### src/rtl/tmr4_pkg.sv
package tmr4_pkg;

  typedef struct packed {
    logic       en;
    logic       per;
    logic [1:0] ps;
    logic       wide;
    logic       once;
  } tmr_ctrl_t;

  typedef enum logic [1:0] {
    SR_MASK = 2'd0,
    SR_RAW  = 2'd1,
    SR_PEND = 2'd2,
    SR_ACK  = 2'd3
  } shr_e;

  typedef enum logic [1:0] {
    CR_LOAD  = 2'd0,
    CR_COUNT = 2'd1,
    CR_CTRL  = 2'd2,
    CR_NEXT  = 2'd3
  } chr_e;

  function automatic logic [7:0] ctrl_pack(tmr_ctrl_t c);
    return {c.en, c.per, 2'b00, c.ps, c.wide, c.once};
  endfunction

endpackage

### src/rtl/tmr4_prescale.sv
module tmr4_prescale #(
  parameter int unsigned DIV_MID = 16,
  parameter int unsigned DIV_HI  = 256
) (
  input  logic       clk,
  input  logic       rst_n,
  input  logic       run,
  input  logic       restart,
  input  logic [1:0] sel,
  output logic       tick
);
  localparam int unsigned PW = $clog2(DIV_HI);
  localparam logic [PW-1:0] LAST_MID = PW'(DIV_MID - 1);
  localparam logic [PW-1:0] LAST_HI  = PW'(DIV_HI - 1);

  logic [PW-1:0] pre;
  logic [PW-1:0] last;

  always_comb begin
    case (sel)
      2'b00:   last = '0;
      2'b01:   last = LAST_MID;
      default: last = LAST_HI;
    endcase
  end

  assign tick = run && !restart && (pre >= last);

  always_ff @(posedge clk or negedge rst_n) begin
    if (!rst_n)                pre <= '0;
    else if (!run || restart)  pre <= '0;
    else if (pre >= last)      pre <= '0;
    else                       pre <= pre + PW'(1);
  end
endmodule

### src/rtl/tmr4_channel.sv
module tmr4_channel
  import tmr4_pkg::*;
#(
  parameter int unsigned DATA_W   = 32,
  parameter int unsigned NARROW_W = 16,
  parameter int unsigned DIV_MID  = 16,
  parameter int unsigned DIV_HI   = 256
) (
  input  logic              clk,
  input  logic              rst_n,
  input  logic              ld_we,
  input  logic              nx_we,
  input  logic              ctl_we,
  input  logic [DATA_W-1:0] wdata,
  output tmr_ctrl_t         ctrl,
  output logic [DATA_W-1:0] cnt_rd,
  output logic [DATA_W-1:0] rl_rd,
  output logic              hit
);
  localparam logic [DATA_W-1:0] NARROW_MASK =
    {{(DATA_W-NARROW_W){1'b0}}, {NARROW_W{1'b1}}};

  logic [DATA_W-1:0] cnt;
  logic [DATA_W-1:0] rl;
  logic [DATA_W-1:0] wmask;
  logic [DATA_W-1:0] cur;
  logic              tick;
  logic              at_zero;

  assign wmask   = ctrl.wide ? '1 : NARROW_MASK;
  assign cur     = cnt & wmask;
  assign at_zero = (cur == '0);

  tmr4_prescale #(.DIV_MID(DIV_MID), .DIV_HI(DIV_HI)) u_pre (
    .clk     (clk),
    .rst_n   (rst_n),
    .run     (ctrl.en),
    .restart (ld_we),
    .sel     (ctrl.ps),
    .tick    (tick)
  );

  assign hit    = tick && (cur == DATA_W'(1));
  assign cnt_rd = cur;
  assign rl_rd  = rl;

  always_ff @(posedge clk or negedge rst_n) begin
    if (!rst_n) begin
      ctrl <= '0;
    end else if (ctl_we) begin
      ctrl <= '{en: wdata[7], per: wdata[6], ps: wdata[3:2],
                wide: wdata[1], once: wdata[0]};
    end
  end

  always_ff @(posedge clk or negedge rst_n) begin
    if (!rst_n) begin
      cnt <= '0;
      rl  <= '0;
    end else if (ld_we) begin
      cnt <= wdata & wmask;
      rl  <= wdata;
    end else begin
      if (nx_we) rl <= wdata;
      if (tick) begin
        if (!at_zero)       cnt <= cur - DATA_W'(1);
        else if (ctrl.once) cnt <= cur;
        else if (ctrl.per)  cnt <= rl & wmask;
        else                cnt <= wmask;
      end
    end
  end
endmodule

### src/rtl/tmr4_irq.sv
module tmr4_irq #(
  parameter int unsigned NUM_CH = 4
) (
  input  logic              clk,
  input  logic              rst_n,
  input  logic              mask_we,
  input  logic              ack_we,
  input  logic [NUM_CH-1:0] wbits,
  input  logic [NUM_CH-1:0] hits,
  output logic [NUM_CH-1:0] mask,
  output logic [NUM_CH-1:0] raw,
  output logic [NUM_CH-1:0] pend,
  output logic              irq
);
  logic [NUM_CH-1:0] ack_bits;

  assign ack_bits = ack_we ? wbits : '0;
  assign pend     = raw & mask;
  assign irq      = |pend;

  always_ff @(posedge clk or negedge rst_n) begin
    if (!rst_n) begin
      mask <= '0;
      raw  <= '0;
    end else begin
      if (mask_we) mask <= wbits;
      raw <= (raw & ~ack_bits) | hits;
    end
  end
endmodule

### src/rtl/tmr4_unit.sv
module tmr4_unit
  import tmr4_pkg::*;
#(
  parameter int unsigned NUM_CH   = 4,
  parameter int unsigned DATA_W   = 32,
  parameter int unsigned ADDR_W   = 12,
  parameter int unsigned NARROW_W = 16,
  parameter int unsigned DIV_MID  = 16,
  parameter int unsigned DIV_HI   = 256
) (
  input  logic              clk,
  input  logic              rst_n,
  input  logic [ADDR_W-1:0] bus_addr,
  input  logic [DATA_W-1:0] bus_wdata,
  input  logic              bus_we,
  input  logic              bus_re,
  output logic [DATA_W-1:0] bus_rdata,
  output logic              bus_rvalid,
  output logic              irq_o
);
  localparam int unsigned BLK_W = ADDR_W - 4;

  logic [BLK_W-1:0]  blk;
  logic [1:0]        reg_sel;
  logic              aligned;
  logic              shr_sel;

  tmr_ctrl_t         ch_ctrl [NUM_CH];
  logic [DATA_W-1:0] ch_cnt  [NUM_CH];
  logic [DATA_W-1:0] ch_rl   [NUM_CH];
  logic [NUM_CH-1:0] ch_hit;
  logic [NUM_CH-1:0] ch_ld_we;
  logic [NUM_CH-1:0] ch_wide;

  logic [NUM_CH-1:0] irq_mask;
  logic [NUM_CH-1:0] irq_raw;
  logic [NUM_CH-1:0] irq_pend;
  logic              irq_comb;

  logic [DATA_W-1:0] rd_mux;

  assign blk     = bus_addr[ADDR_W-1:4];
  assign reg_sel = bus_addr[3:2];
  assign aligned = (bus_addr[1:0] == 2'b00);
  assign shr_sel = aligned && (blk == '0);

  generate
    for (genvar gi = 0; gi < NUM_CH; gi++) begin : g_ch
      logic sel;
      assign sel = aligned && (blk == BLK_W'(gi + 1));
      assign ch_ld_we[gi] = bus_we && sel && (reg_sel == CR_LOAD);
      assign ch_wide[gi]  = ch_ctrl[gi].wide;

      tmr4_channel #(
        .DATA_W   (DATA_W),
        .NARROW_W (NARROW_W),
        .DIV_MID  (DIV_MID),
        .DIV_HI   (DIV_HI)
      ) u_ch (
        .clk    (clk),
        .rst_n  (rst_n),
        .ld_we  (ch_ld_we[gi]),
        .nx_we  (bus_we && sel && (reg_sel == CR_NEXT)),
        .ctl_we (bus_we && sel && (reg_sel == CR_CTRL)),
        .wdata  (bus_wdata),
        .ctrl   (ch_ctrl[gi]),
        .cnt_rd (ch_cnt[gi]),
        .rl_rd  (ch_rl[gi]),
        .hit    (ch_hit[gi])
      );
    end
  endgenerate

  tmr4_irq #(.NUM_CH(NUM_CH)) u_irq (
    .clk     (clk),
    .rst_n   (rst_n),
    .mask_we (bus_we && shr_sel && (reg_sel == SR_MASK)),
    .ack_we  (bus_we && shr_sel && (reg_sel == SR_ACK)),
    .wbits   (bus_wdata[NUM_CH-1:0]),
    .hits    (ch_hit),
    .mask    (irq_mask),
    .raw     (irq_raw),
    .pend    (irq_pend),
    .irq     (irq_comb)
  );

  assign irq_o = irq_comb;

  always_comb begin
    rd_mux = '0;
    if (shr_sel) begin
      case (reg_sel)
        SR_MASK: rd_mux = {{(DATA_W-NUM_CH){1'b0}}, irq_mask};
        SR_RAW:  rd_mux = {{(DATA_W-NUM_CH){1'b0}}, irq_raw};
        SR_PEND: rd_mux = {{(DATA_W-NUM_CH){1'b0}}, irq_pend};
        default: rd_mux = '0;
      endcase
    end else if (aligned) begin
      for (int i = 0; i < NUM_CH; i++) begin
        if (blk == BLK_W'(i + 1)) begin
          case (reg_sel)
            CR_COUNT: rd_mux = ch_cnt[i];
            CR_CTRL:  rd_mux = {{(DATA_W-8){1'b0}}, ctrl_pack(ch_ctrl[i])};
            default:  rd_mux = ch_rl[i];
          endcase
        end
      end
    end
  end

  always_ff @(posedge clk or negedge rst_n) begin
    if (!rst_n) begin
      bus_rdata  <= '0;
      bus_rvalid <= 1'b0;
    end else begin
      bus_rvalid <= bus_re;
      if (bus_re) bus_rdata <= rd_mux;
    end
  end
endmodule

### config.mk
export PLATFORM = sky130hd
export DESIGN_NAME = tmr4_unit
export DESIGN_NICKNAME = d
export VERILOG_FILES = /design/src/rtl/tmr4_pkg.sv /design/src/rtl/tmr4_prescale.sv /design/src/rtl/tmr4_channel.sv /design/src/rtl/tmr4_irq.sv /design/src/rtl/tmr4_unit.sv
export SDC_FILE = /design/constraint.sdc
export NUM_CORES = 1
export LEC_CHECK = 0
export BUFFER_PORTS_ARGS = -buffer_cell sky130_fd_sc_hd__buf_2
export CORE_ASPECT_RATIO = 0.5
export CORE_MARGIN = 4
export CORE_UTILIZATION = 49
export CTS_BUF_LIST = sky130_fd_sc_hd__clkbuf_4 sky130_fd_sc_hd__clkbuf_8
export DETAILED_ROUTE_END_ITERATION = 10
export PLACE_DENSITY = 0.65
export SLEW_MARGIN = 0
export SYNTH_ARGS = -nofsm -noshare
export SYNTH_HDL_FRONTEND = slang
export SYNTH_SLANG_ARGS = --single-unit
### constraint.sdc
create_clock -name clk -period 3.97 [get_ports clk]
set_clock_uncertainty 0.05 [all_clocks]
set_input_delay 0.1985 -clock clk [delete_from_list [all_inputs] [get_ports clk]]
set_output_delay 0.1985 -clock clk [all_outputs]
set_load 0.03 [all_outputs]
# Word level (Yosys, flattened, before mapping)
# Cells that the tools add are included.
# W data, S select, Z words.
# totals
ff_bits	353
output_inout_bits	34
wordCells	203
# op_classes
addsub	8
magnitude_cmp	4
eq_ne	15
mux	56
bitwise	16
n_reduce_logical	68
# ops
op	count
$mux W32	38
$and A32 B32 Y32	12
$pmux W32 S2	4
$eq A32 B1 Y1 const B	4
$logic_not A32 Y1	4
$sub A32 B1 Y32 const B	4
$mux W8	8
$pmux W8 S2	4
$logic_and A1 B1 Y1	36
$add A8 B1 Y8 const B	4
$ge A8 B8 Y1	4
$eq A8 B2 Y1 const B	2
$reduce_bool A2 Y1	8
$logic_not A2 Y1	6
$pmux W4 S3	1
$eq A2 B1 Y1 const B	5
$and A4 B4 Y4	2
$eq A8 B1 Y1 const B	1
$eq A8 B3 Y1 const B	1
$logic_not A1 Y1	8
$logic_not A8 Y1	1
$eq A2 B2 Y1 const B	2
$logic_or A1 B1 Y1	4
$mux W4	1
other kinds (3)	3

# Logic depth before layout (Yosys ltp)
# logic_depth
depth_word	9
depth_mapped	11
ltp_nobuf	8

# Modules after synthesis
# Synthesis repeated with hierarchy kept, for this count alone.
# hier_totals
hier_cells	2637
hier_area_um2	24478.5
# by_module_without_submodules
module	n_inst	cells_per_inst	area_per_inst_um2	seq_area_each_um2
tmr4_channel (g_ch[0].u_ch ...)	3	474	4480.5	1751.7
tmr4_channel (g_ch[3].u_ch)	1	493	4724.5	1751.7
tmr4_unit	1	501	3986.3	825.8
tmr4_prescale	4	49	499.2	200.2
tmr4_irq	1	25	329.1	200.2

# Least setup slack after synthesis
# OpenSTA, ideal clock, no wires.
# synth_path
path_type	register to register
startpoint	register g_ch[3].u_ch.cnt[0]
endpoint	register g_ch[3].u_ch.cnt[21]
setup_ns	0.139
t_arrival_ns	2.576
required_time_ns	3.781
setup_slack_ns	1.205
path_stages_with_launch	10
synth_period_minus_slack_ns	2.765
path_cell_list	dfrtp_1 > inv_1 > ha_1 > nor3b_1 > and3_1 > clkbuf_1 > nand2_1 > nor2_1 > nor4_1 > or4_1
# synth_via
elab_chain_cells	5
elab_cells_between_ends	6
# synth_rtl
item	line_no	source
from (decl)	tmr4_channel.sv:23	logic [DATA_W-1:0] cnt;
from (signal assigned)	tmr4_channel.sv:61	cnt <= wdata & wmask;
from (signal assigned)	tmr4_channel.sv:66	if (!at_zero) cnt <= cur - DATA_W'(1);
from (signal assigned)	tmr4_channel.sv:67	else if (ctrl.once) cnt <= cur;
$and A32 B32 Y32 (*)	tmr4_channel.sv:31	assign cur = cnt & wmask;
$sub A32 B1 Y32 or $logic_not A32 Y1 (tied branches)	tmr4_channel.sv:66, tmr4_channel.sv:32	
$mux W32 (*)	tmr4_channel.sv:66	
$mux W32 (*)	tmr4_channel.sv:65	if (tick) begin
$mux W32 (*)	tmr4_channel.sv:60	end else if (ld_we) begin
# Mark *: on every way between the ends. The rest lies on a longest branch, timed or not. The select of a mux whose other input is x is not followed.
# A chain may end at the register's enable or synchronous reset.

# Worst setup path after layout
# layout_path
startpoint	register g_ch[3].u_ch.cnt[0]
endpoint	register g_ch[3].u_ch.cnt[19]
# Same word-level chain as after synthesis.

==> out/metrics.sh <==
SYNTH_TOP_AREA_SHARE_PCT=37.5
TRITONCTS.NUM_BUFFERS=55
MIN_PERIOD_OVER_PERIOD_PCT=85.9
SYNTH-SEQ-CELLS=353
LEAKAGEPOWER_uW=0.0109
R2R.WORST_PATH.CELLS=9
SYNTH-SEQ-AREA-SHARE_PCT=37.5
SYNTH_AREA_LEADERS='dfrtp_1, mux2_2, o21ai_0'
POWER.SWITCHING_FRACTION_PCT=32.5
DRTANTENNAVIOLNETS=0
TIMING_WORST_SLEW_PIN_VALUE_NS=1.22
DIE_AREA_UM2=51800
VIA_COUNT_OF_THE_FIRST_GLOBAL_ROUTING_PASS=22200
POSTLAYOUTSETUPSLACKWORST_NS=0.560
HP-CLASS='input pin to flop'
DETAILEDPLACE.WORSTSLACK_NS=0.674
WORST_SLEW_MARGIN_REL_PCT=18.0
WORSTSETUPSTARTPOINTTYPE='flop'
AVGSYNTHCELLAREA_UM2=8.47
GRT_USAGE_PCT=37.2
INITIAL_ANTENNA_VIOLATION_COUNT=4
INSTANCE_COUNT_OF_THE_MAPPED_NETLIST=2779
SYNTH-EDFF-COUNT=0
INSTANCE_COUNT_ON_THE_CRITICAL_PATH=9
DIE_HEIGHT_UM=163
END_KIND='flop'
REQUIRED_NS=4.48
FINAL_CELL_MIX='dfrtp_1, nand2_1, o21ai_0'
SYNTHDOMINANTAREACELLTYPE='dfrtp_1'
GRT-OVFL-TOTAL=0
IO_PINS=82
SLEW_VIOL_FINAL=0
VIA_COUNT=23800
CTS_HTREE_LEVELS=2
WORST_PATH_DOMINANT_CELL_FAMILY='simple AND/OR/NAND/NOR gates'
YOSYS_WARNINGS=0
CRITICAL_PATH.CELL_CHAIN='inv_1 -> ha_1 -> nor3b_1 -> nand3_1 -> nor2_1 -> buf_4 -> nand2_1 -> mux2_2 -> a211oi_1'
INITIALDRTVIOLATIONCOUNT=3123
YS_ASYNC_SR_FRACTION_PCT=100
TRITONCTS_CLOCK_TREE='done'
COUNT_OF_CELL_TYPES_IN_THE_NETLIST=84
WIRE_PER_INST_UM=28.4
VIAS_PER_CELL=6.85
P_SW_uW=2980
NUMBER_OF_DRC_VIOLATIONS_AFTER_DETAILED_ROUTING=0
CRITPATHBUFINV=2
FINALHOLDVIOLATIONS=0
SYN-CELL-AREA_UM2=23600
MOST_FREQUENT_STANDARD_CELL_IN_THE_LAYOUT_EXCLUDING_FILL_AND_TAP_CELLS='dfrtp_1'
DETAIL_ROUTE.WIRELENGTH_UM=98700
GP_ROUTABILITY_CONGESTION=1.04
FLOORPLAN.DIE.WIDTH_UM=318
VDD_DROP_MAX_uV=264
DRIVE_ABOVE_1_SHARE_PCT=16.4
CORE-AREA_UM2=47200
GRT_MAX_DEGREE=101
POSTCTSSETUPBUFFERS=0
MAX_CAP_VIOL_COUNT=0
ROWS=56
FINAL_NET_COUNT=2881
DRT_FIRST_PASS_ITERS=6
FINAL.SETUP.TNS_NS=0
NETS_IN_THE_SYNTHESIZED_NETLIST=2863
CTS_BUFFER_DEPTH=3
CELL_INTERNAL_PWR_uW=6180
WORST_SETUP_HOLD_PATH_CLK_SLEW_NS=0.07
CTS_SINKS=353
MAX_STAGE_DELAY_NS=0.52
MAX_FREQ_GHz=0.293
REG_POWER_SHARE_PCT=42.6
CRIT_PATH_TOP_DELAY_CELL='nor3b_1'
TIMING_WORST_SETUP_PATH_TYPE='flop to flop'
INITIAL_CORE_UTIL_PCT=49.9
POWER.SHARE.CLOCK_PCT=38.7
STATUS='finished clean'
INSTANCE_COUNT_ALONG_THE_MOST_CRITICAL_HOLD_PATH=3
CLK_ROOT_BUFFER_CELL='clkbuf_8'
CP.ARRIVAL_NS=3.92
FINAL_MIN_PERIOD_NS=3.41
YS_DOMINANT_REG_CELL='dfrtp_1'
UNREPAIRED_SETUP_ENDPOINTS_AFTER_GLOBAL_ROUTING='no'
CRIT_PATH_MAX_FANOUT=11
CLK_LATENCY_WORST_SKEW_PAIR_NS=0.67
GRT_FIRST_PASS_WIRELENGTH_UM=147000
NUMPORTBUFFERS=81
COMB_POWER_SHARE_PCT=18.7
PLACE_HPWL_UM=70100
PWR_DENSITY_CELL_nW_PER_UM2=349
FINAL_SETUP_VIOLATING_ENDPOINTS=0
AREA_DELTA_SYNTH_FINAL_PCT=11.4
## worst paths after layout
path | start | to | slack, ns
worst max register to register | g_ch[3].u_ch.cnt[0]$_DFFE_PN0P_ | g_ch[3].u_ch.cnt[19]$_DFFE_PN0P_ | 0.56
worst min-delay path | bus_wdata[6] | g_ch[3].u_ch.cnt[6]$_DFFE_PN0P_ | 0.06
max in group asynchronous | rst_n | g_ch[3].u_ch.cnt[23]$_DFFE_PN0P_ | 2.66
worst max-delay path | g_ch[3].u_ch.cnt[0]$_DFFE_PN0P_ | g_ch[3].u_ch.cnt[19]$_DFFE_PN0P_ | 0.56
worst min register to register | bus_rdata[21]$_DFFE_PN0P_ | bus_rdata[21]$_DFFE_PN0P_ | 0.43
min in group asynchronous | rst_n | g_ch[3].u_ch.u_pre.pre[0]$_DFF_PN0_ | 0.12
## state kept, by name, summed over array words and instances (netlist names)
name	cells
g_ch.u_ch.ctrl	24
bus_rdata	32
g_ch.u_ch.rl_rd	128
u_irq.raw	4
g_ch.u_ch.cnt	128
u_irq.mask	4
g_ch.u_ch.u_pre.pre	32
bus_rvalid	1
## synthesized netlist by cell type (34+ instances only)
master and instances:
a211oi_1 35, a21oi_1 198, a22oi_1 35, a31oi_1 67, clkbuf_1 197, dfrtp_1 353
ha_1 36, inv_1 79, mux2_2 142, nand2_1 206, nand3_1 99, nor2_1 198
nor2b_1 73, nor3_1 93, nor4_1 43, o211ai_1 35, o21ai_0 205, o22ai_1 82
o2bb2ai_1 40, o31ai_1 39, or3_1 38, xor2_1 34
## repair_timing
action / CTS / global route
hold endpoints to repair: 162 / 0
resized for setup: 0 / 0
hold buffers: 35 / 0
endpoints found under the setup margin: 0 / 0
## worst register-to-register path: cells and delay by family (launching register included)
family	cells	cell delay, ns
flip-flops	1	0.45
AO/OA/AOI/OAI	1	0.22
buffers and inverters	2	0.37
adder cells (fa/ha/maj)	1	0.19
AND/OR/NAND/NOR	4	1.65
multiplexers	1	0.40
## power groups by stage
stage                     clock, µW  combinational [µW]  sequential [µW]
after global routing           3750                1830             3910
final                          3550                1710             3900
after global placement            0                1630             3950
after detailed placement          0                1620             3950
after CTS                      3580                1660             3890
after floorplan                   0                1080             3850
## through the flow
| step | total power, µW | cell area (µm²) | hold slack (ns) | cells | utilization, % |
|---|---|---|---|---|---|
| 2_1_floorplan | 4930 | 23600 | -0.147 | 2779 | - |
| 3_3_place_gp | 5580 | 24600 | 0.249 | 3343 | 52.2 |
| 4_1_cts | 9120 | 26200 | 0.00269 | 3479 | 55.6 |
| 6_report | 9160 | 26200 | 0.0588 | 3480 | 55.6 |
| 3_5_place_dp | 5580 | 24600 | 0.257 | 3343 | 52.2 |
| 5_1_grt | 9490 | 26200 | 0.0243 | 3480 | 55.6 |
## layout make-up
class,instances,area [µm²]
inverters,82,308
diodes,1,2.50
multi-input cells,2093,13500
clock inverters,15,130
well taps,638,798
repair buffers,212,1550
flip-flops and latches,353,8830
clock buffers,86,1110
fillers,4358,20900
## logic make-up after synthesis
group                      after synthesis  synth area share (%)
and+or+nand+nor                        901                  19.2
AOI/OAI and AO/OA                      943                  26.4
buffers and inverters                  333                  5.53
xor gates and xnor gates                59                  2.19
DFF                                    353                  37.5
muxes                                  154                  7.30
adders and majority gates               36                  1.91
## per-layer routing
layer	wire, µm	share of wire (%)	vias up	track usage [%]
li1	-	-	10500	-
met1	41200	42	11700	52.4
met5	7	0.0071	-	0
met2	39500	40	1454	51.8
met4	3980	4.0	2	13.7
met3	14000	14	219	14.5
No activity file was read; power rests on OpenSTA's default activity.
